[src/rtl/mhl_pkg.sv]
package mhl_pkg;

   typedef enum logic {
      MUL_UNSIGNED = 1'b0,
      MUL_SIGNED   = 1'b1
   } mul_kind_e;

   function automatic int unsigned count_width(input int unsigned n);
      return (n > 1) ? $clog2(n) : 1;
   endfunction

endpackage

[src/rtl/mhl_operand_prep.sv]
module mhl_operand_prep
   import mhl_pkg::*;
#(
   parameter int unsigned WIDTH = 32
) (
   input  logic [WIDTH-1:0] a_i,
   input  logic [WIDTH-1:0] b_i,
   input  mul_kind_e        kind_i,
   output logic [WIDTH-1:0] mag_a_o,
   output logic [WIDTH-1:0] mag_b_o,
   output logic             neg_o
);

   logic a_neg, b_neg;

   // Sign bits only count for the signed kind; unsigned operands are zero-extended.
   assign a_neg = (kind_i == MUL_SIGNED) && a_i[WIDTH-1];
   assign b_neg = (kind_i == MUL_SIGNED) && b_i[WIDTH-1];

   // Magnitude of -2^(W-1) is 2^(W-1), which still fits in W unsigned bits.
   assign mag_a_o = a_neg ? (~a_i + 1'b1) : a_i;
   assign mag_b_o = b_neg ? (~b_i + 1'b1) : b_i;
   assign neg_o   = a_neg ^ b_neg;

endmodule

[src/rtl/mhl_iter_core.sv]
module mhl_iter_core
   import mhl_pkg::*;
#(
   parameter int unsigned WIDTH     = 32,
   parameter int unsigned STEP_BITS = 1
) (
   input  logic               clk,
   input  logic               rst_n,
   input  logic               load_i,
   input  logic [WIDTH-1:0]   mcand_i,
   input  logic [WIDTH-1:0]   mplier_i,
   input  logic               neg_i,
   output logic               busy_o,
   output logic               finish_o,
   output logic               done_o,
   output logic [2*WIDTH-1:0] prod_o
);

   localparam int unsigned STEPS = WIDTH / STEP_BITS;
   localparam int unsigned CW    = count_width(STEPS);
   localparam int unsigned SW    = WIDTH + STEP_BITS;
   localparam logic [CW-1:0] LAST = CW'(STEPS - 1);

   generate
      if (WIDTH < 2) begin : g_bad_width
         $error("mhl_iter_core: WIDTH must be at least 2");
      end
      if (STEP_BITS < 1 || STEP_BITS > WIDTH) begin : g_bad_step
         $error("mhl_iter_core: STEP_BITS out of range");
      end
      if ((WIDTH % STEP_BITS) != 0) begin : g_bad_div
         $error("mhl_iter_core: WIDTH must be a multiple of STEP_BITS");
      end
   endgenerate

   logic [2*WIDTH-1:0] acc_q, acc_nxt;
   logic [WIDTH-1:0]   mcand_q;
   logic               neg_q;
   logic               busy_q;
   logic               done_q;
   logic [CW-1:0]      cnt_q;
   logic [SW-1:0]      pp;
   logic [SW-1:0]      sum;

   // Partial product from the lowest STEP_BITS multiplier bits.
   generate
      if (STEP_BITS == 1) begin : g_radix2
         always_comb pp = acc_q[0] ? {1'b0, mcand_q} : '0;
      end else begin : g_radix_hi
         always_comb begin
            pp = '0;
            for (int k = 0; k < int'(STEP_BITS); k++) begin
               if (acc_q[k]) pp = pp + (SW'(mcand_q) << k);
            end
         end
      end
   endgenerate

   assign sum     = SW'(acc_q[2*WIDTH-1:WIDTH]) + pp;
   assign acc_nxt = {sum, acc_q[WIDTH-1:STEP_BITS]};

   assign finish_o = busy_q && (cnt_q == LAST);
   assign prod_o   = neg_q ? (~acc_nxt + 1'b1) : acc_nxt;
   assign busy_o   = busy_q;
   assign done_o   = done_q;

   always_ff @(posedge clk or negedge rst_n) begin
      if (!rst_n) begin
         acc_q   <= '0;
         mcand_q <= '0;
         neg_q   <= 1'b0;
         busy_q  <= 1'b0;
         done_q  <= 1'b0;
         cnt_q   <= '0;
      end else begin
         done_q <= finish_o;
         if (!busy_q) begin
            if (load_i) begin
               acc_q   <= {{WIDTH{1'b0}}, mplier_i};
               mcand_q <= mcand_i;
               neg_q   <= neg_i;
               busy_q  <= 1'b1;
               cnt_q   <= '0;
            end
         end else begin
            acc_q <= acc_nxt;
            cnt_q <= cnt_q + 1'b1;
            if (finish_o) busy_q <= 1'b0;
         end
      end
   end

   a_r3_start_sets_busy: assert property (@(posedge clk) disable iff (!rst_n)
      load_i && !busy_o |=> busy_o && !done_o);

   a_r3_finish_clears_busy: assert property (@(posedge clk) disable iff (!rst_n)
      finish_o |=> !busy_o && done_o);

   a_r5_restart_ignored: assert property (@(posedge clk) disable iff (!rst_n)
      busy_o && load_i && !finish_o |=> busy_o && (cnt_q == CW'($past(cnt_q) + 1'b1)));

endmodule

[src/rtl/mhl_hilo_regs.sv]
module mhl_hilo_regs #(
   parameter int unsigned WIDTH = 32
) (
   input  logic               clk,
   input  logic               rst_n,
   input  logic               wr_i,
   input  logic [2*WIDTH-1:0] prod_i,
   input  logic               busy_i,
   input  logic               rd_req_i,
   output logic [WIDTH-1:0]   hi_o,
   output logic [WIDTH-1:0]   lo_o,
   output logic               rd_valid_o,
   output logic               rd_stall_o
);

   logic [WIDTH-1:0] hi_q, lo_q;

   always_ff @(posedge clk or negedge rst_n) begin
      if (!rst_n) begin
         hi_q <= '0;
         lo_q <= '0;
      end else if (wr_i) begin
         hi_q <= prod_i[2*WIDTH-1:WIDTH];
         lo_q <= prod_i[WIDTH-1:0];
      end
   end

   assign hi_o       = hi_q;
   assign lo_o       = lo_q;
   assign rd_stall_o = rd_req_i && busy_i;
   assign rd_valid_o = rd_req_i && !busy_i;

   a_r6_hilo_hold: assert property (@(posedge clk) disable iff (!rst_n)
      busy_i && !wr_i |=> $stable(hi_q) && $stable(lo_q));

endmodule

[src/rtl/mhl_mul_unit.sv]
module mhl_mul_unit
   import mhl_pkg::*;
#(
   parameter int unsigned WIDTH     = 32,
   parameter int unsigned STEP_BITS = 1
) (
   input  logic             clk,
   input  logic             rst_n,
   input  logic             start_i,
   input  logic             signed_i,
   input  logic [WIDTH-1:0] op_a_i,
   input  logic [WIDTH-1:0] op_b_i,
   output logic             busy_o,
   output logic             done_o,
   input  logic             rd_req_i,
   output logic             rd_valid_o,
   output logic             rd_stall_o,
   output logic [WIDTH-1:0] hi_o,
   output logic [WIDTH-1:0] lo_o
);

   logic [WIDTH-1:0]   mag_a, mag_b;
   logic               neg;
   logic               finish;
   logic [2*WIDTH-1:0] prod;
   mul_kind_e          kind;

   assign kind = signed_i ? MUL_SIGNED : MUL_UNSIGNED;

   mhl_operand_prep #(.WIDTH(WIDTH)) u_prep (
      .a_i     (op_a_i),
      .b_i     (op_b_i),
      .kind_i  (kind),
      .mag_a_o (mag_a),
      .mag_b_o (mag_b),
      .neg_o   (neg)
   );

   mhl_iter_core #(.WIDTH(WIDTH), .STEP_BITS(STEP_BITS)) u_core (
      .clk      (clk),
      .rst_n    (rst_n),
      .load_i   (start_i),
      .mcand_i  (mag_a),
      .mplier_i (mag_b),
      .neg_i    (neg),
      .busy_o   (busy_o),
      .finish_o (finish),
      .done_o   (done_o),
      .prod_o   (prod)
   );

   mhl_hilo_regs #(.WIDTH(WIDTH)) u_regs (
      .clk        (clk),
      .rst_n      (rst_n),
      .wr_i       (finish),
      .prod_i     (prod),
      .busy_i     (busy_o),
      .rd_req_i   (rd_req_i),
      .hi_o       (hi_o),
      .lo_o       (lo_o),
      .rd_valid_o (rd_valid_o),
      .rd_stall_o (rd_stall_o)
   );

   a_r3_done_single: assert property (@(posedge clk) disable iff (!rst_n)
      done_o |=> !done_o);

   a_r7_no_grant_busy: assert property (@(posedge clk) disable iff (!rst_n)
      rd_valid_o |-> !busy_o && !rd_stall_o);

   a_r6_change_only_at_done: assert property (@(posedge clk) disable iff (!rst_n)
      !$stable(hi_o) || !$stable(lo_o) |-> done_o);

endmodule

[config.mk]
export PLATFORM = sky130hd
export DESIGN_NAME = mhl_mul_unit
export DESIGN_NICKNAME = d
export VERILOG_FILES = /design/src/rtl/mhl_pkg.sv /design/src/rtl/mhl_operand_prep.sv /design/src/rtl/mhl_iter_core.sv /design/src/rtl/mhl_hilo_regs.sv /design/src/rtl/mhl_mul_unit.sv
export SDC_FILE = /design/constraint.sdc
export NUM_CORES = 1
export LEC_CHECK = 0
export CAP_MARGIN = 10
export CORE_MARGIN = 10
export CORE_UTILIZATION = 55
export CTS_CLUSTER_DIAMETER = 120
export DETAILED_ROUTE_END_ITERATION = 7
export DONT_BUFFER_PORTS = 1
export HOLD_SLACK_MARGIN = 0.05
export PLACE_DENSITY = 0.7
export SYNTH_ARGS = -nofsm -noshare
export SYNTH_HDL_FRONTEND = slang
export SYNTH_SLANG_ARGS = --single-unit
[constraint.sdc]
create_clock -name clk -period 6.15 [get_ports clk]
set_input_delay 1.23 -clock clk [delete_from_list [all_inputs] [get_ports clk]]
set_output_delay 1.23 -clock clk [all_outputs]
set_load 0.05 [all_outputs]
## Word level (Yosys, flattened, before mapping)

Cells that the tools add are included.

- Register bits after elaboration: 168

- $add $sub $neg: 5
- Eq/ne operators: 1
- Muxes and demuxes: 12
- Bitwise operators: 5
- Reductions and logical operators: 8

Operator list:

| cell | number |
|---|---|
| $mux 64 | 3 |
| $mux 32 | 3 |
| $add 32x1->32 const B | 2 |
| $add 64x1->64 const B | 1 |
| $not 32->32 | 2 |
| $not 64->64 | 1 |
| $add 32x33->33 | 1 |
| $mux 5 | 2 |
| $add 5x1->5 const B | 1 |
| $eq 5x5->1 const B | 1 |
| $logic_and 1x1->1 | 5 |
| $mux 1 | 4 |
| $reduce_and 2->1 | 1 |
| $reduce_bool 2->1 | 1 |
| $logic_not 1->1 | 1 |
| $not 1->1 | 1 |
| $xor 1x1->1 | 1 |

## Depth between registers and ports, before layout

Gate-level depths: netlist (run 1).

- Depth in word-level cells: 5
- Mapped depth: 15
- Depth with buffers taken out: 13

## By module

Synthesis (run 1) repeated with hierarchy kept, for this count alone.

- Cells, all modules: 1,212
- Area total of the unflattened synthesis: 12,049.1 µm²

By module, submodules not included:

| module | times used | cells an instance | area an instance (µm²) | sequential area each (µm²) |
|---|---|---|---|---|
| mhl_iter_core | 1 | 841 | 7,771.2 | 2,602.5 |
| mhl_hilo_regs | 1 | 137 | 2,691.3 | 1,601.5 |
| mhl_operand_prep | 1 | 234 | 1,586.5 | 0.0 |

## Least setup slack after synthesis (run 1)

No wires, ideal clock.

- Path kind: reg-to-reg
- Start point: reg u_core.acc_q[0]
- End point: reg u_regs.hi_q[28], in the netlist u_regs.hi_o[28]
- Setup time: 0.129 ns
- Arrival: 3.702 ns
- Required time: 6.021 ns
- Slack: 2.319 ns
- Cell stages (with the launch flop): 15
- Path buffers: 1
- Period minus slack after synthesis: 3.831 ns
- Cell sequence: dfrtp_1 -> clkbuf_1 -> and2_1 -> ha_1 -> fa_1 -> a21o_1 -> a22oi_2 -> a31oi_2 -> o21a_1 -> or4_1 -> and3_4 -> or4_4 -> o41a_1 -> xnor2_1 -> o21ai_1

- Cells in the longest elaborated chain, start to end: 5

Ends and longest elaborated chain:

| item | line | source |
|---|---|---|
| from (decl) | mhl_iter_core.sv:36 | `logic [2*WIDTH-1:0] acc_q, acc_nxt;` |
| from (signal assigned) | mhl_iter_core.sv:79 | `acc_q <= {{WIDTH{1'b0}}, mplier_i};` |
| from (signal assigned) | mhl_iter_core.sv:86 | `acc_q <= acc_nxt;` |
| $mux 32 * | mhl_iter_core.sv:48 | `always_comb pp = acc_q[0] ? {1'b0, mcand_q} : '0;` |
| $add 32x33->33 * | mhl_iter_core.sv:59 | `assign sum = SW'(acc_q[2*WIDTH-1:WIDTH]) + pp;` |
| $not 64->64 | mhl_iter_core.sv:63 | `assign prod_o = neg_q ? (~acc_nxt + 1'b1) : acc_nxt;` |
| $add 64x1->64 | mhl_iter_core.sv:63 |  |
| $mux 64 * | mhl_iter_core.sv:63 |  |
| to (signal assigned) | mhl_hilo_regs.sv:23 | `hi_q <= prod_i[2*WIDTH-1:WIDTH];` |
| to (decl) | mhl_hilo_regs.sv:16 | `logic [WIDTH-1:0] hi_q, lo_q;` |

Every way passes the cells marked *; elsewhere a longest branch is shown, timed or not.
A chain may end at the register's enable or synchronous reset.

## Worst setup path in the final report (run 1)

Same ends and word-level chain as after synthesis.

==> results of run 1 <==
[per-layer routing]
layer | vias up | track usage | part of all wire
met4 | 0 | 0.0678 | 0.017
met1 | 4675 | 0.330 | 0.46
li1 | 4806 | - | -
met3 | 38 | 0.0598 | 0.086
met2 | 283 | 0.336 | 0.43
met5 | - | 0 | 0
[logic make-up (layout without fill, tap and decap cells)]
| family | Yosys count | after routing |
|---|---|---|
| buf+inv | 91 | 53 |
| mux | 9 | 9 |
| xor+xnor | 135 | 135 |
| compound gates | 422 | 422 |
| simple gates | 510 | 510 |
| flops | 168 | 168 |
| fa+ha+maj | 38 | 38 |
[flip-flops by register name, summed over array words and instances (netlist names)]
| register | cells |
|---|---|
| u_core.mcand_q | 32 |
| u_core.done_o | 1 |
| u_core.cnt_q | 5 |
| u_core.busy_o | 1 |
| u_regs.lo_o | 32 |
| u_core.neg_q | 1 |
| u_core.acc_q | 64 |
| u_regs.hi_o | 32 |
[power by group]
group / switching [mW] / internal (mW)
combinational: 1.82 / 1.13
sequential: 0.860 / 1.52
clock: 0.496 / 0.577
[metrics by stage]
stage | utilization | worst slack, ns
after detailed placement | 0.567 | 1.51
after CTS | 0.595 | 1.49
after global placement | 0.567 | 1.52
final | 0.595 | 1.42
after global routing | 0.595 | 1.11
after floorplan | - | 2.32
[cells in the final DEF (no fill, tap or decap), types with 4 or more instances in the layout]
cell        count
ha_1           37
nor3_1         32
xnor2_1        55
nand3b_1        4
dfrtp_1       167
clkinvlp_4      4
nand3_1        19
a22o_1         24
or4_1          12
nand2b_1        5
xor2_1         80
mux2i_1         7
o31ai_1        28
and2_1         44
o21ai_1         4
o211ai_1       10
o21ai_0       213
a21o_1         11
o31a_1          4
and3_1         10
nor2_1         75
nand2_1       237
nor4_1         18
or3_1          16
o21a_1          6
o2111ai_1       4
a211oi_1        7
a21oi_1        52
clkbuf_16      17
inv_6           5
inv_1          18
o41ai_1         8
a31oi_1        10
buf_4           4
or4_4           4
nand4_1         9
[worst reg2reg max path: stages (launching register included)]
cell and delay [ns]:
dfrtp_1 0.95, and2_1 0.27, ha_1 0.37, a21oi_1 0.37
o21ai_1 0.18, a221oi_2 0.43, o211ai_1 0.30, a21boi_1 0.30
xnor2_1 0.22, or4_4 0.59, o41a_1 0.39, xnor2_1 0.15
o21ai_1 0.07
[worst max-delay path by stage]
stage,from,to,cells past startpoint
floorplan,u_core.acc_q[0],u_regs.hi_o[28],14
global placement,u_core.acc_q[0],u_regs.hi_o[28],12
detailed placement,u_core.acc_q[0],u_regs.hi_o[28],12
CTS,u_core.acc_q[0],u_regs.hi_o[28],12
global route,u_core.acc_q[0],u_regs.hi_o[28],12
finish,u_core.acc_q[0],u_regs.hi_o[28],12
[area by class of cell]
type | count | share of cell area
Sequential cell | 168 | 0.348
Clock inverter | 13 | 0.0109
Inverter | 18 | 0.00559
Clock buffer | 18 | 0.0364
Tap cell | 270 | 0.0280
Multi-Input combinational cell | 1114 | 0.569
Timing Repair Buffer | 4 | 0.00249
==> results_dict.tcl, run 1 <==
set metrics [dict create \
    drc 0 \
    overflow 0 \
    synth_adder_area_share 0.0423 \
    synth_top_area_share 0.368 \
    slew_viol_final 0 \
    power_mw 6.40 \
    crit_family "compound AO/OA/AOI/OAI gates" \
    grt_usage 0.231 \
    setup.worst_path.start_class "flop" \
    avgRoutedWirePerCell_um 19.4 \
    die_x_um 164 \
    yosys-mux-area-fraction 0.00811 \
    clock_path_buffers 2 \
    grt_pass1_wl_mm 50.2 \
    endpoint_kind "flop" \
    ir_drop_uv 224 \
    die_y_um 164 \
    cts_tree "built" \
    min_path_type "input pin to asynchronous set/reset pin" \
    setup_viol 0 \
    synthSimpleGateAreaFrac 0.215 \
    synth-compound-area-share 0.232 \
    grt_max_degree 169 \
    die_area_mm2 0.0269 \
    first_pass_iters 5 \
    status "finished, final reports clean" \
    syn-cell-area_mm2 0.0114 \
    reg2reg_to "u_regs.hi_o[28]" \
    clk_pin_slew_worst_paths_ns 0.07 \
    first_global_vias 9240 \
    stdcell_count 1605 \
    synthTopCellsByArea "dfrtp_1 (37%), o21ai_0 (9.3%), nand2_1 (7.9%)" \
    hpwl_mm 23.2 \
    worstPathMaxFanout 33 \
    initial_core_util 0.562 \
    clkLatencyLatePin_ns 0.44 \
    placed_area_mm2 0.0115 \
    crit_required_ns 6.45 \
    vias_per_cell 6.11 \
    placed_cells 1574 \
    dr.first_iter.drc_count 805 \
    syn_avg_cell_area_um2 8.31 \
    path_cells "and2_1 > ha_1 > a21oi_1 > o21ai_1 > a221oi_2 > o211ai_1 > a21boi_1 > xnor2_1 > or4_4 > o41a_1 > xnor2_1 > o21ai_1" \
    area_growth_pct 5.87 \
    fin_nets 1430 \
    crit_slowest_cell "dfrtp_1" \
    finalCriticalPeriod_ns 4.73 \
    synth_largest_area_cell "dfrtp_1" \
    ys_warn_count 0 \
    cp_num_buf_inv 0 \
    async_reset_ff_frac 1.00 \
    drive_gt1_frac 0.0517 \
    cts_num_sinks 168 \
    grt_setup_unrepaired "false" \
    cts_resized 0 \
    p_leak_nw 5.13 \
    postCtsSetupBuffers 0 \
    rrSetupSlack_ns 1.42 \
    fin_skew_ns 0.0161 \
    whs_ns 0.477 \
    synth_flop_cell "dfrtp_1" \
    gp_routability_congestion 0.969 \
    rows 52 \
    fp.coreArea_mm2 0.0203 \
    cts_buffers 17 \
    vias 9802 \
    yosysUniqueCellTypes 78 \
    slowest_delay_ns 0.95 \
    ys_top_cells_by_count "nand2_1 (239), o21ai_0 (213), dfrtp_1 (168)" \
    seq_area_frac_synth 0.368 \
    cts_hold_buffers 0 \
    n_fill_cell 1835 \
    area.sequential_mm2 0.00421 \
    wl_mm 31.1 \
    relSlewSlack 0.320 \
    ys_ff_latch 168 \
    synthesis.instances 1373 \
    finalHoldViolCount 0 \
    fmaxAchievable_ghz 0.211 \
    worstPathArrival_ns 5.03 \
    fin_crit_sh 0.769 \
    worst_pin_slew_ns 1.02 \
    multi_input_area_mm2 0.00687 \
    tns_ns 0 \
    ant_nets 0 \
    synth_nets 1480 \
    synthXorXnorAreaFrac 0.104 \
    timing.rr.start "u_core.acc_q[0]" \
    p_per_area_mw_per_mm2 530 \
    path_class "flop to flop" \
    cts.htree.levels 4 \
    synth_top_family_by_area "compound AO/OA/AOI/OAI gates" \
    stdcell_area_mm2 0.0121 \
    rr_worst_depth 12 \
    antenna_found_initial 0 \
    num_io_pins 137 \
    n_antenna_cell 0 \
    synth_edf_count 0 \
    synth.most_common_cell "nand2_1" \
    cts-root-buf "clkbuf_16" \
    cap_violations 0 \
    port-buffer-count 0 \
]
Note: power is estimated with default switching activity, not from simulation.
==> run 2: changes to the inputs <==
==> constraint.sdc (replaced) <==
create_clock -name clk -period 4.9 [get_ports clk]
set_input_delay 0.98 -clock clk [delete_from_list [all_inputs] [get_ports clk]]
set_output_delay 0.98 -clock clk [all_outputs]
set_load 0.05 [all_outputs]
==> results_dict.tcl, run 2 (synthesized netlist as in run 1, its figures left out) <==
set metrics [dict create \
    crit_required_ns 5.18 \
    grt_setup_unrepaired "false" \
    avgRoutedWirePerCell_um 19.4 \
    dr.first_iter.drc_count 769 \
    port-buffer-count 0 \
    n_antenna_cell 0 \
    rrSetupSlack_ns 0.65 \
    area_growth_pct 6.77 \
    grt_pass1_wl_mm 50.3 \
    wl_mm 31.4 \
    die_area_mm2 0.0269 \
    clk_pin_slew_worst_paths_ns 0.09 \
    setup_viol 0 \
    status "finished, final reports clean" \
    startpoint "u_core.acc_q[0]" \
    gp_routability_congestion 1.01 \
    setup.worst_path.start_class "flop" \
    grt_usage 0.233 \
    fin_skew_ns 0.0221 \
    die_y_um 164 \
    cts_buffers 17 \
    rr_worst_depth 13 \
    largest-register "u_core.acc_q" \
    worst_pin_slew_ns 1.01 \
    multi_input_area_mm2 0.00687 \
    finalCriticalPeriod_ns 4.25 \
    cts_resized 0 \
    cts.htree.levels 4 \
    p_per_area_mw_per_mm2 664 \
    die_x_um 164 \
    rows 52 \
    layout_commonest_cell "nand2_1" \
    vias 9820 \
    num_io_pins 137 \
    fin_crit_sh 0.868 \
    cts_num_sinks 168 \
    worstPathArrival_ns 4.54 \
    postCtsSetupBuffers 0 \
    hpwl_mm 23.7 \
    power_mw 8.09 \
    first_global_vias 9204 \
    slew_viol_final 0 \
    path_class "flop to flop" \
    largest_register_ff_count 64 \
    clkLatencyLatePin_ns 0.45 \
    drive_gt1_frac 0.0608 \
    cap_violations 0 \
    vias_per_cell 6.07 \
    ir_drop_uv 330 \
    grt_max_degree 169 \
    cts_hold_buffers 0 \
    tns_ns 0 \
    relSlewSlack 0.326 \
    critPathCapture "u_regs.hi_o[28]" \
    cts_tree "built" \
    reg2reg_to "u_regs.hi_o[28]" \
    area.sequential_mm2 0.00421 \
    ant_nets 0 \
    endpoint_kind "flop" \
    drc 0 \
    finalHoldViolCount 0 \
    initial_core_util 0.562 \
    n_fill_cell 1848 \
    fmaxAchievable_ghz 0.235 \
    overflow 0 \
    clock_path_buffers 2 \
    fp.coreArea_mm2 0.0203 \
    worstPathMaxFanout 16 \
    timing.rr.start "u_core.acc_q[0]" \
    layout_common_cells "nand2_1 (237), o21ai_0 (213), dfrtp_1 (167)" \
    fin_nets 1442 \
    min_path_type "input pin to asynchronous set/reset pin" \
    first_pass_iters 7 \
    cts-root-buf "clkbuf_16" \
    whs_ns 0.221 \
    p_leak_nw 5.21 \
    antenna_found_initial 0 \
]
[run 2: cell type report]
class | count | share of cell area
sequential | 168 | 0.345
inverter | 18 | 0.00555
clock buffer | 17 | 0.0349
timing repair buffer | 16 | 0.00986
tap | 270 | 0.0277
multi-input combinational | 1114 | 0.564
clock inverter | 15 | 0.0129
[run 2: layer usage]
layer / global-route usage / vias to the layer above / part of all wire
met5: 0 / - / 0
met2: 0.339 / 289 / 0.43
li1: - / 4845 / -
met1: 0.332 / 4644 / 0.47
met3: 0.0603 / 42 / 0.081
met4: 0.0731 / 0 / 0.022
[run 2: worst min-delay path by stage]
stage,from,to,slack [ns],cells past startpoint
floorplan,u_core.mcand_q[29],u_core.mcand_q[29],0.44,2
global placement,u_core.mcand_q[31],u_core.mcand_q[31],0.45,2
detailed placement,u_core.mcand_q[3],u_core.mcand_q[3],0.46,2
CTS,rst_n,u_core.acc_q[58],0.20,0
global route,rst_n,u_core.acc_q[60],0.20,0
finish,rst_n,u_core.acc_q[54],0.22,0
[run 2: critical path, cell delays in order (launching register included)]
cell      delay (ns)
dfrtp_1         0.53
and2_1          0.21
ha_1            0.20
fa_1            0.43
a21o_1          0.24
a221oi_2        0.39
nand4b_1        0.18
o211ai_1        0.25
a21boi_1        0.30
xnor2_1         0.20
or4_4           0.57
o41a_1          0.40
xnor2_1         0.14
o21ai_1         0.07
[run 2: stage by stage]
| stage | cell area [um2] | setup slack, ns | instances | utilization |
|---|---|---|---|---|
| floorplan | 11400 | 1.07 | 1373 | - |
| global placement | 11600 | 0.712 | 1586 | 0.571 |
| detailed placement | 11600 | 0.657 | 1586 | 0.571 |
| CTS | 12200 | 0.651 | 1618 | 0.600 |
| global route | 12200 | 0.325 | 1618 | 0.600 |
| finish | 12200 | 0.646 | 1618 | 0.600 |
[run 2: power by group]
| part | switching, mW | internal (mW) |
|---|---|---|
| sequential | 1.04 | 1.91 |
| combinational | 2.33 | 1.47 |
| clock | 0.653 | 0.682 |
| total | 4.02 | 4.06 |
